**config.mk**
```make
export PLATFORM = sky130hd
export DESIGN_NAME = supply_supervisor
export DESIGN_NICKNAME = d
export VERILOG_FILES = /design/src/rtl/supv_pkg.sv /design/src/rtl/supv_sync.sv /design/src/rtl/supv_fault_filter.sv /design/src/rtl/supv_captest_timer.sv /design/src/rtl/supply_supervisor.sv
export SDC_FILE = /design/constraint.sdc
export NUM_CORES = 1
export LEC_CHECK = 0
export BUFFER_PORTS_ARGS = -buffer_cell sky130_fd_sc_hd__buf_2
export CAP_MARGIN = 20
export CORE_ASPECT_RATIO = 1.1
export CORE_MARGIN = 3
export CORE_UTILIZATION = 51
export CTS_CLUSTER_DIAMETER = 80
export CTS_CLUSTER_SIZE = 24
export DETAILED_ROUTE_END_ITERATION = 8
export PLACE_DENSITY_LB_ADDON = 0.25
export SLEW_MARGIN = 40
export SYNTH_ARGS = -nofsm -noshare
export SYNTH_HDL_FRONTEND = slang
export SYNTH_HIERARCHICAL = 1
export SYNTH_SLANG_ARGS = --single-unit
```
**constraint.sdc**
```tcl
create_clock -name clk -period 3.3 [get_ports clk]
set_input_delay 0.66 -clock clk [delete_from_list [all_inputs] [get_ports clk]]
set_output_delay 0.66 -clock clk [all_outputs]
set_load 0.05 [all_outputs]
```
**src/rtl/supv_pkg.sv**
```systemverilog
package supv_pkg;
    typedef enum logic [1:0] {
        ST_POR  = 2'd0,
        ST_HOLD = 2'd1,
        ST_RUN  = 2'd2,
        ST_TRIP = 2'd3
    } supv_state_e;

    localparam int N_FLAGS = 3;
    localparam int IDX_EXT  = 0;
    localparam int IDX_DREG = 1;
    localparam int IDX_AREG = 2;
endpackage

```
**src/rtl/supv_sync.sv**
```systemverilog
module supv_sync #(
    parameter int W = 3
) (
    input  logic         clk,
    input  logic         rst_n,
    input  logic [W-1:0] d_i,
    output logic [W-1:0] q_o
);
    logic [W-1:0] meta_q;

    // Both stages reset to "bad" so that nothing reads good before the flags are sampled.
    always_ff @(posedge clk or negedge rst_n) begin
        if (!rst_n) begin
            meta_q <= '0;
            q_o    <= '0;
        end else begin
            meta_q <= d_i;
            q_o    <= meta_q;
        end
    end
endmodule

```
**src/rtl/supv_fault_filter.sv**
```systemverilog
module supv_fault_filter #(
    parameter int DLY = 16
) (
    input  logic clk,
    input  logic rst_n,
    input  logic ok_i,
    output logic fault_o
);
    localparam int CW = $clog2(DLY + 1);
    localparam logic [CW-1:0] LIMIT = CW'(DLY);

    logic [CW-1:0] cnt_q;

    // Count consecutive low cycles. Stop at the limit. Clear as soon as the flag is good.
    always_ff @(posedge clk or negedge rst_n) begin
        if (!rst_n) begin
            cnt_q <= '0;
        end else if (ok_i) begin
            cnt_q <= '0;
        end else if (cnt_q != LIMIT) begin
            cnt_q <= cnt_q + 1'b1;
        end
    end

    assign fault_o = (cnt_q == LIMIT);

    // a fault can only appear after a low flag was seen.
    assert_fault_after_low_R5: assert property (@(posedge clk) disable iff (!rst_n)
        $rose(fault_o) |-> $past(!ok_i));
endmodule

```
**src/rtl/supv_captest_timer.sv**
```systemverilog
module supv_captest_timer #(
    parameter int PERIOD = 1000,
    parameter int WIDTH  = 4
) (
    input  logic clk,
    input  logic rst_n,
    input  logic en_i,
    output logic pulse_o
);
    localparam int CW = $clog2(PERIOD);
    localparam logic [CW-1:0] LAST  = CW'(PERIOD - 1);
    localparam logic [CW-1:0] START = CW'(PERIOD - WIDTH);

    logic [CW-1:0] cnt_q;

    // The count is held at zero while disabled, so every enable starts a fresh period.
    always_ff @(posedge clk or negedge rst_n) begin
        if (!rst_n) begin
            cnt_q <= '0;
        end else if (!en_i) begin
            cnt_q <= '0;
        end else if (cnt_q == LAST) begin
            cnt_q <= '0;
        end else begin
            cnt_q <= cnt_q + 1'b1;
        end
    end

    // The pulse occupies the tail of each period.
    assign pulse_o = en_i && (cnt_q >= START);

    // Checker: length of the current run of high pulse cycles.
    logic [CW-1:0] chk_run_q;
    always_ff @(posedge clk or negedge rst_n) begin
        if (!rst_n) chk_run_q <= '0;
        else        chk_run_q <= pulse_o ? chk_run_q + 1'b1 : '0;
    end

    assert_pulse_width_R7: assert property (@(posedge clk) disable iff (!rst_n)
        pulse_o |-> (chk_run_q < CW'(WIDTH)));
endmodule

```
**src/rtl/supply_supervisor.sv**
```systemverilog
module supply_supervisor #(
    parameter int EXT_DLY     = 64,
    parameter int DREG_DLY    = 16,
    parameter int AREG_DLY    = 16,
    parameter int HOLD_CYC    = 256,
    parameter int TEST_PERIOD = 100000,
    parameter int TEST_WIDTH  = 20
) (
    input  logic clk,
    input  logic rst_n,
    input  logic ext_ok_i,
    input  logic dreg_ok_i,
    input  logic areg_ok_i,
    output logic dev_reset_o,
    output logic reg_off_o
);
    import supv_pkg::*;

    localparam int HCW = $clog2(HOLD_CYC + 1);
    localparam logic [HCW-1:0] HOLD_LAST = HCW'(HOLD_CYC - 1);

    logic [N_FLAGS-1:0] raw_ok;
    logic [N_FLAGS-1:0] ok_s;
    logic [N_FLAGS-1:0] fault;
    logic               all_ok;
    logic               any_fault;
    logic               tmr_en;

    supv_state_e state_q, state_d;
    logic [HCW-1:0] hold_q;

    assign raw_ok[IDX_EXT]  = ext_ok_i;
    assign raw_ok[IDX_DREG] = dreg_ok_i;
    assign raw_ok[IDX_AREG] = areg_ok_i;

    supv_sync #(.W(N_FLAGS)) u_sync (
        .clk   (clk),
        .rst_n (rst_n),
        .d_i   (raw_ok),
        .q_o   (ok_s)
    );

    // One filter per flag. Each flag gets its own delay length.
    for (genvar g = 0; g < N_FLAGS; g++) begin : g_flt
        localparam int DLY = (g == IDX_EXT)  ? EXT_DLY :
                             (g == IDX_DREG) ? DREG_DLY : AREG_DLY;
        supv_fault_filter #(.DLY(DLY)) u_flt (
            .clk     (clk),
            .rst_n   (rst_n),
            .ok_i    (ok_s[g]),
            .fault_o (fault[g])
        );
    end

    assign all_ok    = &ok_s;
    assign any_fault = |fault;

    // State register
    always_ff @(posedge clk or negedge rst_n) begin
        if (!rst_n) state_q <= ST_POR;
        else        state_q <= state_d;
    end

    // Hold counter: runs only in ST_HOLD.
    always_ff @(posedge clk or negedge rst_n) begin
        if (!rst_n)                 hold_q <= '0;
        else if (state_q == ST_HOLD) hold_q <= hold_q + 1'b1;
        else                        hold_q <= '0;
    end

    // Next state
    always_comb begin
        state_d = state_q;
        unique case (state_q)
            ST_POR:  if (all_ok) state_d = ST_HOLD;
            ST_HOLD: begin
                if (!all_ok)                state_d = ST_TRIP;
                else if (hold_q == HOLD_LAST) state_d = ST_RUN;
            end
            ST_RUN:  if (any_fault) state_d = ST_TRIP;
            ST_TRIP: if (all_ok) state_d = ST_HOLD;
            default: state_d = ST_POR;
        endcase
    end

    // Outputs decoded from the state register
    always_comb begin
        dev_reset_o = 1'b1;
        tmr_en      = 1'b0;
        unique case (state_q)
            ST_RUN: begin
                dev_reset_o = 1'b0;
                tmr_en      = 1'b1;
            end
            ST_POR, ST_HOLD, ST_TRIP: begin
                dev_reset_o = 1'b1;
                tmr_en      = 1'b0;
            end
            default: begin
                dev_reset_o = 1'b1;
                tmr_en      = 1'b0;
            end
        endcase
    end

    supv_captest_timer #(.PERIOD(TEST_PERIOD), .WIDTH(TEST_WIDTH)) u_tmr (
        .clk     (clk),
        .rst_n   (rst_n),
        .en_i    (tmr_en),
        .pulse_o (reg_off_o)
    );

    assert_no_release_bad_R1: assert property (@(posedge clk) disable iff (!rst_n)
        (state_q != ST_RUN && !all_ok) |=> dev_reset_o);
    assert_ext_trip_R2: assert property (@(posedge clk) disable iff (!rst_n)
        (state_q == ST_RUN && fault[IDX_EXT]) |=> dev_reset_o);
    assert_dreg_trip_R3: assert property (@(posedge clk) disable iff (!rst_n)
        (state_q == ST_RUN && fault[IDX_DREG]) |=> dev_reset_o);
    assert_areg_trip_R4: assert property (@(posedge clk) disable iff (!rst_n)
        (state_q == ST_RUN && fault[IDX_AREG]) |=> dev_reset_o);
    assert_release_on_good_R6: assert property (@(posedge clk) disable iff (!rst_n)
        $fell(dev_reset_o) |-> $past(all_ok));
    assert_no_pulse_in_reset_R8: assert property (@(posedge clk) disable iff (!rst_n)
        dev_reset_o |-> !reg_off_o);
endmodule

```
Yosys cells after proc, flatten, opt, wreduce, memory -nomap -nowiden

Cells that the tools add are included.

Bits in registers: 51
Latch bits: 0
Memory bits (writable): 0
ROM bits: 0
Input bits: 5
Output and inout bits: 2
Memories kept: 0

Add/sub/neg operators: 5
$mul: 0
Div/mod/pow operators: 0
Magnitude comparators: 1
Equal/unequal tests: 14
Shifts and indexed selects: 0
Multiplexer cells: 16
Bitwise gates (word level): 0
Reduce and logical (&&, ||, !) cells: 10

Operator list:

| cell                  | number |
|---|---|
| $mux 17               | 2 |
| $mux 5                | 4 |
| $add 17x1->17 const B | 1 |
| $eq 17x17->1 const B  | 1 |
| $ge 17x17->1 const B  | 1 |
| $mux 7                | 2 |
| $add 5x1->5 const B   | 2 |
| $eq 5x5->1 const B    | 2 |
| $ne 5x5->1 const B    | 2 |
| $add 9x1->9 const B   | 1 |
| $eq 9x8->1 const B    | 1 |
| $mux 9                | 1 |
| $mux 2                | 4 |
| $add 7x1->7 const B   | 1 |
| $eq 7x7->1 const B    | 1 |
| $ne 7x7->1 const B    | 1 |
| $pmux 2 s3            | 1 |
| $reduce_and 3->1      | 2 |
| $reduce_bool 2->1     | 3 |
| $reduce_or 3->1       | 2 |
| $eq 2x2->1 const B    | 2 |
| $pmux 1 s2            | 2 |
| $ne 3x2->1 const B    | 1 |
| $eq 2x1->1 const B    | 1 |
| other kinds (5)       | 5 |

Logic depth before layout (Yosys ltp)

Depth in word-level cells: 4
Mapped depth: 7
Mapped depth without buffers: 7

By module

Netlist, hierarchy kept.

Modules (own cells, without submodules):

| module                                  | instances | cells each | area each (µm²) | sequential area each (µm²) |
|---|---|---|---|---|
| supv_captest_timer                      | 1         | 96         | 920.9           | 425.4 |
| supply_supervisor                       | 1         | 59         | 578.1           | 275.3 |
| supv_fault_filter at g_flt[1].u_flt ... | 2         | 26         | 289.0           | 125.1 |
| supv_fault_filter at g_flt[0].u_flt     | 1         | 39         | 377.9           | 175.2 |
| supv_sync                               | 1         | 6          | 150.1           | 150.1 |

Worst setup path before layout

No wires, ideal clock.

Path kind: register to output
From: register state_q[0]
To: output reg_off_o
Data arrival time: 1.565 ns
Setup slack: 1.075 ns
Stages on the path, launching flop included: 5
Buffers on the path: 0
Cell sequence: dfrtp_1 inv_1 ha_1 nand3_1 a21oi_1

Cells in the longest elaborated chain, start to end: 4
Elaborated cells between the ends (all ways): 7
Classes of those cells: eq/ne (3); mux (1); reduce/logical (3)

Ends and longest elaborated chain:

| element                            | RTL line                 | source |
|---|---|---|
| start: declaration                 | supply_supervisor.sv:29  | `supv_state_e state_q, state_d;` |
| start signal: assignment           | supply_supervisor.sv:61  | `else state_q <= state_d;` |
| $eq 2x1->1 (tied with other cells) | supply_supervisor.sv:90  | `unique case (state_q)` |
| $reduce_or 3->1                    | supply_supervisor.sv:90  |  |
| $pmux 1 s2 *                       | supply_supervisor.sv:90  |  |
| net tmr_en                         | supply_supervisor.sv:27  | `logic tmr_en;` |
| $logic_and 1x1->1 *                | supv_captest_timer.sv:30 | `assign pulse_o = en_i && (cnt_q >= START);` |
| end: declaration                   | supply_supervisor.sv:15  | `output logic reg_off_o` |

Mark *: on every way through the listed nets, which the timed path passes. The rest lies on a longest branch.

Worst setup path after layout

From: register u_tmr.cnt_q[2]
To: output reg_off_o

Cells in the longest elaborated chain, start to end: 2

Ends and longest elaborated chain:

| element                  | RTL line                 | source |
|---|---|---|
| start: declaration       | supv_captest_timer.sv:14 | `logic [CW-1:0] cnt_q;` |
| start signal: assignment | supv_captest_timer.sv:25 | `cnt_q <= cnt_q + 1'b1;` |
| $ge 17x17->1             | supv_captest_timer.sv:30 |  |
| $logic_and 1x1->1        | supv_captest_timer.sv:30 |  |

No other way between the ends.

==> Flow_metrics.wiki <==
{| class="wikitable"
! Metric !! Value
|-
| Largest net degree at the start of global routing || 29
|-
| Synthesized area || 0.00260 mm²
|-
| DRT Wirelength || 4110 µm
|-
| Setup crit start kind || register
|-
| Die Span Y || 81.0 µm
|-
| Initial core utilization || 0.545
|-
| Syn. warnings || 6
|-
| Die width || 74.1 µm
|-
| Slack of the worst reg-to-reg path || 1.41 ns
|-
| Post-Route Utilization || 0.581
|-
| Flops & latches, synth || 51
|-
| Largest family of logic cells by synthesized area || simple AND/OR/NAND/NOR gates
|-
| Worst clock skew || 0.00349 ns
|-
| WHS Path Cells || 0
|-
| Slew at the pin closest to its max-slew limit || 0.643 ns
|-
| Row count || 26
|-
| Final Worst Setup Slack || 0.805 ns
|-
| Number of enable-type register cells in the synthesized netlist || 0
|-
| Fraction of registers with async set or reset after synthesis || 1.00
|-
| TritonCTS Buffers || 5
|-
| Startpoint of the worst register-to-register path || u_tmr/cnt_q[13]
|-
| Max Transition Viols Final || 0
|-
| Residual antenna-violating net count after detailed routing || 0
|-
| Overflow left after global routing || 0
|-
| Number of optimization iterations in the first detailed-route pass || 4
|-
| IO buf count || 6
|-
| Antenna violations before repair || 0
|-
| R2R depth || 4
|-
| Area Overhead vs Synth || 6.58%
|-
| Remaining routing DRC violations || 0
|-
| Hold Crit Class || register to register
|-
| Complex-gate fraction of the synthesized area || 0.0596
|-
| Clock edge transition at the registers on the reported setup and hold paths || 0.09 ns
|-
| Main synth FF type || dfrtp_1
|-
| Leak || 1.15 nW
|-
| Critical path endpoint category || output port
|-
| Total via count after detailed routing || 1750
|-
| Maximum clock frequency || 401 MHz
|-
| Clock period minus final worst setup slack || 2.50 ns
|-
| Count of filler cells inserted in the layout || 412
|-
| IR Drop Worst-Case VDD || 0.256 mV
|-
| Worst EP arrival || 1.84 ns
|-
| Fraction of the mapped netlist area in simple logic gates || 0.238
|-
| Diode insertion count for antenna repair || 0
|-
| Xor/xnor share of the synthesized area || 0.0672
|-
| Cell variety after synth || 47
|-
| Top-level I/O count || 7
|-
| Final-report hold violation count || 0
|-
| Sequential cell area fraction in the yosys report || 0.490
|-
| Endpoint of the lowest-slack register-to-register path || u_tmr/cnt_q[11]
|-
| Crit path required time || 2.64 ns
|-
| Violation count after the first detailed-route iteration || 78
|-
| Number of standard cells after synthesis || 252
|-
| Clock tree from TritonCTS || yes
|-
| Worst rel slew slack || 0.571
|-
| Setup repair after global routing missed its margin || false
|-
| Detailed placement HPWL || 2960 µm
|-
| Fraction of layout cells with a size suffix above 1 || 0.115
|-
| Vias in the first global route || 1827
|-
| Power per cell area || 425 mW/mm²
|-
| Max clock buf depth || 2
|-
| Mux contribution to synthesized area || 0.0461
|-
| NumNets Final || 279
|-
| Count of clock tree sinks || 51
|-
| Standard cell core area || 0.00478 mm²
|-
| Worst Min Path Start || u_sync/meta_q[1]
|-
| Endpoints failing setup || 0
|-
| Die area || 0.00600 mm²
|-
| Adder-cell share of the synthesized area || 0.0624
|-
| Final setup TNS || 0 ns
|-
| Critical path peak fanout || 6
|-
| Critical path type || register to output port
|-
| Final routed wire length divided by cell count || 12.9 µm
|-
| Synthesized netlist net count || 270
|-
| Wire length of the first global-routing pass || 7750 µm
|-
| Share of the clock period used by the worst path after layout || 0.756
|-
| Vias per Instance || 5.50
|-
| Count of hold buffers inserted by post-cts repair || 0
|-
| Status || completed
|-
| Master cell of the clock root buffer || clkbuf_8
|-
| CTS H-Tree Depth || 2
|-
| Overall Global Routing Usage || 0.166
|-
| Cts repair resizes || 0
|-
| Average instance area after synthesis || 10.3 µm²
|-
| Max-Cap Viols || 0
|-
| Post-CTS Setup Inserts || 0
|-
| Placer's final routability congestion estimate || 0.812
|-
| Worst min-delay path endpoint || u_sync/q_o[1]
|-
| Dpl ws || 1.15 ns
|-
| Worst-skew pair later-pin latency || 0.30 ns
|}
per-stage QoR:
| stage | area [µm²] | power (mW) | hold WS [ns] | instances |
|---|---|---|---|---|
| after global routing | 2780 | 1.24 | 0.376 | 318 |
| final | 2780 | 1.18 | 0.360 | 318 |
| after detailed placement | 2680 | 0.812 | 0.337 | 310 |
| after floorplan | 2610 | 0.768 | 0.331 | 252 |
| after CTS | 2780 | 1.20 | 0.361 | 318 |
| after global placement | 2680 | 0.806 | 0.332 | 310 |
Yosys cell counts, types with 3 or more instances:
master	instances	share of area
nand4_1	3	0.0072
dfrtp_1	51	0.49
mux2_4	3	0.017
nand2_1	10	0.014
o21ai_0	6	0.012
inv_1	15	0.022
xor2_1	6	0.020
nand2b_1	7	0.017
a21oi_1	10	0.019
xnor2_1	14	0.047
or3_1	4	0.0096
nor2_1	32	0.046
nor2b_1	5	0.012
nor4_1	6	0.014
mux2i_1	3	0.012
and2_1	3	0.0072
mux2_2	4	0.017
ha_1	13	0.062
nor3_1	7	0.013
nand3_1	18	0.035
layout by cell type, fill, tap and decap left out, types with 2 or more instances in the layout:
cell      instances
nor2_1           32
xnor2_1          14
nand4_2           2
or3_1             4
nor4_1            6
and4bb_4          2
nor2b_1           5
mux2i_1           3
nand3_1          18
ha_1             13
o21ai_0           6
and2_1            3
nand2b_1          7
mux2_4            3
buf_2             6
dfrtp_1          51
nor3_1            7
a21oi_1          10
or2_2             2
nand2_1          10
xor2_1            6
inv_1            15
and2b_1           2
mux2_2            4
nand4_1           3
clkbuf_8          7
layout make-up:
type	instances	area (µm²)	area share
Clock buffer	8	100	0.0361
Inverter	16	60.1	0.0216
Multi-Input combinational cell	180	1230	0.444
Sequential cell	51	1280	0.460
Tap cell	56	70.1	0.0252
Timing Repair Buffer	7	37.5	0.0135
sequential cells by signal, summed over array words and instances (netlist names):
register / count
u_sync/meta_q: 3
u_tmr/cnt_q: 17
hold_q: 9
g_flt.u_flt/cnt_q: 17
state_q: 2
u_sync/q_o: 3
worst max-delay path by stage:
stage / startpoint / depth (start not counted) / end
final: u_tmr/cnt_q[2] / 5 / reg_off_o
after global routing: u_tmr/cnt_q[2] / 5 / reg_off_o
after CTS: u_tmr/cnt_q[2] / 5 / reg_off_o
after detailed placement: u_tmr/cnt_q[2] / 5 / reg_off_o
after global placement: u_tmr/cnt_q[2] / 5 / reg_off_o
after floorplan: state_q[0] / 4 / reg_off_o
logic make-up after synthesis:
kind of cell | Yosys count
AO/OA/AOI/OAI | 24
multiplexers | 10
AND/OR/NAND/NOR | 113
XOR/XNOR | 20
adder cells (fa/ha/maj) | 13
buffers and inverters | 21
flip-flops | 51
layer usage:
layer	vias to the layer above	global-route usage	routed length, µm
met5	-	0	0
met4	0	0.0616	29
met3	2	0.0371	102
met2	19	0.276	1990
met1	851	0.212	1990
li1	878	-	-
report_power, final:
group          internal, mW  switching, mW  leakage, nW
Clock                 0.192          0.193       0.0515
Combinational        0.0485         0.0654        0.416
Sequential            0.651         0.0303        0.681
worst max-delay path: stages (launching register included):
cell and delay (ns):
dfrtp_1 0.45, a2111oi_0 0.51, nor2b_1 0.10, o211ai_1 0.17
a21oi_1 0.08, buf_2 0.23
Power figures use the tool's default switching activity.
